## config.mk

```make
export PLATFORM = sky130hd
export DESIGN_NAME = vend_ctrl
export DESIGN_NICKNAME = d
export VERILOG_FILES = /design/src/rtl/vend_pkg.sv /design/src/rtl/vend_pri.sv /design/src/rtl/vend_step.sv /design/src/rtl/vend_ctrl.sv
export SDC_FILE = /design/constraint.sdc
export NUM_CORES = 1
export LEC_CHECK = 0
export ABC_CLOCK_PERIOD_IN_PS = 2000
export BUFFER_PORTS_ARGS = -buffer_cell sky130_fd_sc_hd__buf_2
export CAP_MARGIN = 20
export CORE_AREA = 2 2 39 41
export DETAILED_ROUTE_END_ITERATION = 10
export DIE_AREA = 0 0 41 43
export SKIP_CTS_REPAIR_TIMING = 1
export SLEW_MARGIN = 20
export SYNTH_ARGS = -nofsm -noshare
export SYNTH_HDL_FRONTEND = slang
export SYNTH_SLANG_ARGS = --single-unit
```

## constraint.sdc

```tcl
create_clock -name clk -period 2 [get_ports clk]
set_input_delay 0.3 -clock clk [delete_from_list [all_inputs] [get_ports clk]]
set_output_delay 0.3 -clock clk [all_outputs]
set_load 0.02 [all_outputs]
```

## src/rtl/vend_pkg.sv

```systemverilog
package vend_pkg;

  localparam int CREDIT_W = 3;

  typedef enum logic [CREDIT_W-1:0] {
    CR_0  = 3'd0,
    CR_5  = 3'd1,
    CR_10 = 3'd2,
    CR_15 = 3'd3,
    CR_20 = 3'd4
  } credit_e;

  typedef enum logic [2:0] {
    CMD_NONE   = 3'd0,
    CMD_REFUND = 3'd1,
    CMD_VEND   = 3'd2,
    CMD_DIME   = 3'd3,
    CMD_NICKEL = 3'd4
  } cmd_e;

  typedef struct packed {
    logic drop;
    logic ret5;
    logic ret10;
    logic ret15;
  } pulse_t;

  localparam int PULSE_W = $bits(pulse_t);

endpackage

```

## src/rtl/vend_pri.sv

```systemverilog
module vend_pri
  import vend_pkg::*;
(
  input  logic nickel_i,
  input  logic dime_i,
  input  logic vend_req_i,
  input  logic refund_req_i,
  output cmd_e cmd_o
);

  // Fixed order: refund, item request, dime, nickel.
  always_comb begin
    if (refund_req_i)    cmd_o = CMD_REFUND;
    else if (vend_req_i) cmd_o = CMD_VEND;
    else if (dime_i)     cmd_o = CMD_DIME;
    else if (nickel_i)   cmd_o = CMD_NICKEL;
    else                 cmd_o = CMD_NONE;
  end

endmodule

```

## src/rtl/vend_step.sv

```systemverilog
module vend_step
  import vend_pkg::*;
(
  input  logic [CREDIT_W-1:0] cur_i,
  input  cmd_e                cmd_i,
  output logic [CREDIT_W-1:0] nxt_o,
  output logic                upd_o,
  output pulse_t              pls_o
);

  logic full;
  logic legal;

  always_comb begin
    legal = 1'b1;
    full  = 1'b0;
    case (cur_i)
      CR_0, CR_5, CR_10: full = 1'b0;
      CR_15, CR_20:      full = 1'b1;
      default:           legal = 1'b0;
    endcase
  end

  always_comb begin
    nxt_o = cur_i;
    upd_o = 1'b0;
    pls_o = '0;
    if (!legal) begin
      // Unused encodings fall back to zero credit with no pulses.
      nxt_o = CR_0;
      upd_o = 1'b1;
    end else begin
      case (cmd_i)
        CMD_REFUND: begin
          nxt_o = CR_0;
          upd_o = 1'b1;
          case (cur_i)
            CR_5:    pls_o.ret5  = 1'b1;
            CR_10:   pls_o.ret10 = 1'b1;
            CR_15:   pls_o.ret15 = 1'b1;
            CR_20: begin
              pls_o.ret5  = 1'b1;
              pls_o.ret15 = 1'b1;
            end
            default: pls_o = '0;
          endcase
        end
        CMD_VEND: begin
          if (full) begin
            nxt_o      = CR_0;
            upd_o      = 1'b1;
            pls_o.drop = 1'b1;
            pls_o.ret5 = (cur_i == CR_20);
          end
        end
        CMD_DIME: begin
          if (full) begin
            pls_o.ret10 = 1'b1;
          end else begin
            upd_o = 1'b1;
            nxt_o = cur_i + CREDIT_W'(2);
          end
        end
        CMD_NICKEL: begin
          if (full) begin
            pls_o.ret5 = 1'b1;
          end else begin
            upd_o = 1'b1;
            nxt_o = cur_i + CREDIT_W'(1);
          end
        end
        default: begin
          nxt_o = cur_i;
          upd_o = 1'b0;
        end
      endcase
    end
  end

endmodule

```

## src/rtl/vend_ctrl.sv

```systemverilog
module vend_ctrl
  import vend_pkg::*;
(
  input  logic clk,
  input  logic rst_n,
  input  logic nickel_i,
  input  logic dime_i,
  input  logic vend_req_i,
  input  logic refund_req_i,
  output logic drop_o,
  output logic ret5_o,
  output logic ret10_o,
  output logic ret15_o
);

  cmd_e                cmd;
  logic [CREDIT_W-1:0] credit_q;
  logic [CREDIT_W-1:0] credit_d;
  logic                credit_en;
  pulse_t              pls_d;
  logic [PULSE_W-1:0]  pls_q;

  vend_pri u_pri (
    .nickel_i     (nickel_i),
    .dime_i       (dime_i),
    .vend_req_i   (vend_req_i),
    .refund_req_i (refund_req_i),
    .cmd_o        (cmd)
  );

  vend_step u_step (
    .cur_i (credit_q),
    .cmd_i (cmd),
    .nxt_o (credit_d),
    .upd_o (credit_en),
    .pls_o (pls_d)
  );

  always_ff @(posedge clk or negedge rst_n) begin
    if (!rst_n) begin
      credit_q <= CR_0;
    end else if (credit_en) begin
      credit_q <= credit_d;
    end
  end

  // One flop per output pulse.
  for (genvar gi = 0; gi < PULSE_W; gi++) begin : g_pls
    always_ff @(posedge clk or negedge rst_n) begin
      if (!rst_n) pls_q[gi] <= 1'b0;
      else        pls_q[gi] <= pls_d[gi];
    end
  end

  assign {drop_o, ret5_o, ret10_o, ret15_o} = pls_q;

endmodule

```

=== After elaboration in Yosys (flattened, before gate mapping) ===
Cells that the tools add are included.

* $add $sub $neg: 2
* Equality and inequality tests: 12
* Mux-type cells: 23
* Reduce and logical (&&, ||, !) cells: 6

{| class="wikitable"
|+ Operators by type and width
! cell !! number
|-
| $mux 3 || 8
|-
| $eq 3x2->1 const B || 4
|-
| $pmux 3 s4 || 1
|-
| $mux 1 || 9
|-
| $eq 3x1->1 const B || 2
|-
| $eq 3x3->1 const B || 2
|-
| $ne 3x3->1 const B || 2
|-
| $pmux 1 s3 || 2
|-
| $reduce_or 2->1 || 3
|-
| $ne 5x5->1 const B || 1
|-
| $reduce_and 5->1 || 1
|-
| $reduce_or 5->1 || 1
|-
| $mux 4 || 1
|-
| $add 3x1->3 const B || 1
|-
| $add 3x2->3 const B || 1
|-
| $logic_not 3->1 || 1
|-
| $ne 3x2->1 const B || 1
|-
| $mux 2 || 1
|-
| $pmux 1 s2 || 1
|}

* Flip-flop bits (word level): 7
* Bits of input ports: 6
* Logic and storage cells: 48

=== Logic depth before layout (Yosys ltp) ===
* Word-level depth: 9
* Mapped depth: 7

=== Hierarchy ===
From an unflattened synthesis, not the netlist that was laid out.

* Cell total of the unflattened synthesis: 77
* Area total of the unflattened synthesis: 719.4 um2

{| class="wikitable"
|+ By module, submodules not included
! module !! instances !! cells an instance !! area an instance (um2) !! sequential area each (um2)
|-
| vend_step || 1 || 62 || 475.5 || 0.0
|-
| vend_ctrl || 1 || 10 || 209.0 || 175.2
|-
| vend_pri || 1 || 5 || 35.0 || 0.0
|}

=== Worst setup path before layout ===
Ideal clock, no wire load.

* Path kind: reg-to-reg
* From: register credit_q[1]
* To: register credit_q[2]
* Library setup time: 0.087 ns
* Arrival time: 1.823 ns
* Data required time: 1.913 ns
* Setup slack: 0.090 ns
* Cell stages (with the launch flop): 7
* Path through: dfrtp_1 -> inv_1 -> ha_1 -> mux2i_1 -> mux2_4 -> or3_1 -> a211oi_2

* Word-level cells in the longest chain between the ends: 7

{| class="wikitable"
|+ RTL lines
! what !! line !! RTL
|-
| start: declaration || vend_ctrl.sv:17 || <nowiki>logic [CREDIT_W-1:0] credit_q;</nowiki>
|-
| start signal: assignment || vend_ctrl.sv:43 || <nowiki>credit_q <= credit_d;</nowiki>
|-
| $eq 3x2->1 or $eq 3x3->1 (tied branches) || vend_step.sv:17 || <nowiki>case (cur_i)</nowiki>
|-
| $reduce_or 2->1 (no source line) || - ||
|-
| $mux 1 || vend_step.sv:17 ||
|-
| $mux 1 (on tied branches) || vend_step.sv:57, vend_step.sv:65, vend_step.sv:49 ||
|-
| $pmux 1 s3 || vend_step.sv:33 || <nowiki>case (cmd_i)</nowiki>
|-
| $mux 1 || vend_step.sv:28 || <nowiki>if (!legal) begin</nowiki>
|-
| $reduce_and 5->1 (no source line) || - ||
|}

Parallel ways exist; a longest one is shown, timed or not. The select of a mux whose other input is x is not followed.
A chain may end at the register's enable or synchronous reset.

=== Worst setup path after layout ===
* From: register credit_q[0]
* To: register credit_q[2]

Same word-level chain as after synthesis.

==> flow_metrics.env <==
export IMPL_hold_path_class="input port to flop"
export IMPL_clock_path_buffers=2
export IMPL_rsz0062_at_grt="no"
export IMPL_setup_viol=0
export IMPL_power_switching_share_pct=26.9
export IMPL_synth_distinct_cells=26
export IMPL_timing_final_ws_setup_ns=0.128
export IMPL_routedWlPerCell_um=12.6
export IMPL_pin_count=10
export IMPL_hpwl_um=837
export IMPL_crit_type="flop to flop"
export IMPL_wirelength_um=1110
export IMPL_setup_tns_ns=0
export IMPL_synth_top_area_share_pct=35.2
export IMPL_combPwrFrac_pct=17.0
export IMPL_hold_violations=0
export IMPL_crit_start="credit_q[0]$_DFFE_PN0P_"
export IMPL_dieWidth_um=41
export IMPL_cpPeakStageDelay_ns=0.39
export IMPL_place_ws_ns=0.0871
export IMPL_r2r_start="credit_q[0]$_DFFE_PN0P_"
export IMPL_synthCells=54
export IMPL_max_cap_violations=0
export IMPL_rows=14
export IMPL_layout_nets=84
export IMPL_htree_levels=1
export IMPL_num_vias=474
export IMPL_dieHeight_um=43
export IMPL_ys_top_cells_by_area="dfrtp_1 (35%), ha_1 (13%), nor3_1 (6.0%)"
export IMPL_synth_cell_area_um2=498
export IMPL_diodes=0
export IMPL_sequentialPowerShare_pct=43.3
export IMPL_fillers=141
export IMPL_critical_path_top_delay_family="multiplexers"
export IMPL_overflow=0
export IMPL_numCtsBuffers=3
export IMPL_io_buffers=9
export IMPL_grt_max_degree=9
export IMPL_start_kind="flop"
export IMPL_avgSynthCellArea_um2=9.22
export IMPL_grt_pass1_vias=436
export IMPL_drt_iter0_markers=24
export IMPL_fin_crit_sh_pct=93.6
export IMPL_synth_seq_area_share_pct=35.2
export IMPL_area_growth_pct=27.1
export IMPL_worst_pin_slew_ns=0.254
export IMPL_start_util_pct=36.0
export IMPL_cts_tree="built"
export IMPL_synth_area_leader_cell="dfrtp_1"
export IMPL_ys_ff_latch=7
export IMPL_ir_drop_v=0.000279
export IMPL_crit_path_max_fanout=4
export IMPL_dr_pass1_iters=4
export IMPL_fin_skew_ns=0.00841
export IMPL_drc=0
export IMPL_arrival_ns=2.06
export IMPL_clock_power_share_pct=39.7
export IMPL_grt_pass1_wl_um=1850
export IMPL_p_int_uw=246
export IMPL_p_sw_uw=90.7
export IMPL_min_from="refund_req_i"
export IMPL_clkSinkCount=7
export IMPL_min_period_ns=1.87
export IMPL_status="finished clean"
export IMPL_cp_end_kind="flop"
export IMPL_drive_gt1_share_pct=30.6
export IMPL_ant_nets=0
export IMPL_routed_via_density=5.39
export IMPL_grt_util_all_layers_pct=15.9
export IMPL_drv_slew=0
export IMPL_p_per_area_mw_per_mm2=532
export IMPL_worstPathCellList="ha_1, mux2i_2, mux2_4, or3_1, a211oi_2"
export IMPL_coreArea_mm2=0.00138
export IMPL_dieArea_mm2=0.00176
export IMPL_cts_clk_slew_worst_paths_ns=0.06
export IMPL_cts_root_buf="clkbuf_4"
export IMPL_max_freq_mhz=534
export IMPL_worst_hold_slack_ns=0.319
export IMPL_syn_nets=65
export IMPL_cellLeakagePower_uw=0.000313
export IMPL_place_congestion=0.862
export IMPL_clk_latency_ns=0.26
export IMPL_slew_headroom_pct=83.0
export IMPL_yosys_warnings=0
export IMPL_antenna_found_initial=0
export IMPL_worstPathRequired_ns=2.18
export IMPL_crit_slowest_cell="dfrtp_1"
export IMPL_cp_num_buf_inv=0
[power groups by stage]
stage / Combinational (µW) / Clock (µW) / Sequential [µW]
2_1_floorplan: 29.2 / 0 / 150
5_1_grt: 64.7 / 146 / 146
6_report: 57.3 / 134 / 146
3_5_place_dp: 54.2 / 0 / 149
4_1_cts: 54.3 / 136 / 146
3_3_place_gp: 54.2 / 0 / 149
[synth_stat cells (all sizes together)]
master,count
a211oi,2
a21oi,3
and3,1
buf,1
clkbuf,1
dfrtp,7
ha,5
inv,5
mux2,1
mux2i,2
nand2,2
nand2b,1
nand3,2
nand3b,2
nor2,4
nor2b,1
nor3,6
nor3b,1
o2111ai,1
o21bai,1
o22ai,2
o32ai,1
or3,1
xor2,1
[cell families after synthesis]
| family | after synthesis | share of synthesized area [%] |
|---|---|---|
| xor gates and xnor gates | 1 | 1.76 |
| adders and majority gates | 5 | 12.6 |
| and+or+nand+nor | 21 | 22.1 |
| AOI/OAI and AO/OA | 10 | 14.6 |
| DFF | 7 | 35.2 |
| buffers and inverters | 7 | 6.78 |
| muxes | 3 | 7.03 |
[cell usage in the layout (no fill, tap or decap), types with 2 or more instances in the layout]
cell	count
o22ai_1	2
nand3_1	2
buf_2	9
ha_1	5
buf_4	6
nor2_1	4
clkbuf_4	3
nor3_1	6
nand2_1	2
nand3b_1	2
dfrtp_1	7
inv_1	4
a21oi_1	3
[flip-flops by register name, summed over array words and instances, names as in the netlist]
| register | flops |
|---|---|
| ret10_o | 1 |
| ret15_o | 1 |
| drop_o | 1 |
| ret5_o | 1 |
| credit_q | 3 |
[routing by layer]
| metal | wire length (µm) | GRT usage (%) | part of all wire [%] |
|---|---|---|---|
| met3 | 86 | 6.28 | 7.8 |
| met1 | 461 | 19.2 | 42 |
| met5 | 0 | 0 | 0 |
| met4 | 36 | 10.0 | 3.3 |
| met2 | 521 | 22.5 | 47 |
[stage by stage]
stage / std cells / util, % / total power, µW / cell area (µm²)
3_5_place_dp: 82 / 42.3 / 203 / 586
4_1_cts: 86 / 44.2 / 336 / 612
6_report: 88 / 45.8 / 337 / 633
3_3_place_gp: 82 / 42.3 / 203 / 586
2_1_floorplan: 54 / - / 179 / 498
5_1_grt: 88 / 45.8 / 356 / 633
[layout make-up]
type,instances,area (µm²),area share (%)
Sequential cell,7,175,27.7
Multi-Input combinational cell,40,293,46.2
Clock buffer,4,26.3,4.15
Inverter,5,18.8,2.96
Tap cell,16,20.0,3.16
Timing Repair Buffer,16,100,15.8
[path summary, 6_finish.rpt]
kind | endpoint | slack (ns) | cells past startpoint
min in group asynchronous | credit_q[2]$_DFFE_PN0P_ | 0.40 | 2
max in group asynchronous | ret5_o$_DFF_PN0_ | 1.43 | 2
max reg2reg | credit_q[2]$_DFFE_PN0P_ | 0.13 | 5
min | credit_q[2]$_DFFE_PN0P_ | 0.32 | 2
max | credit_q[2]$_DFFE_PN0P_ | 0.13 | 5
min reg2reg | credit_q[2]$_DFFE_PN0P_ | 0.63 | 2
(Power assumes the default switching activity.)
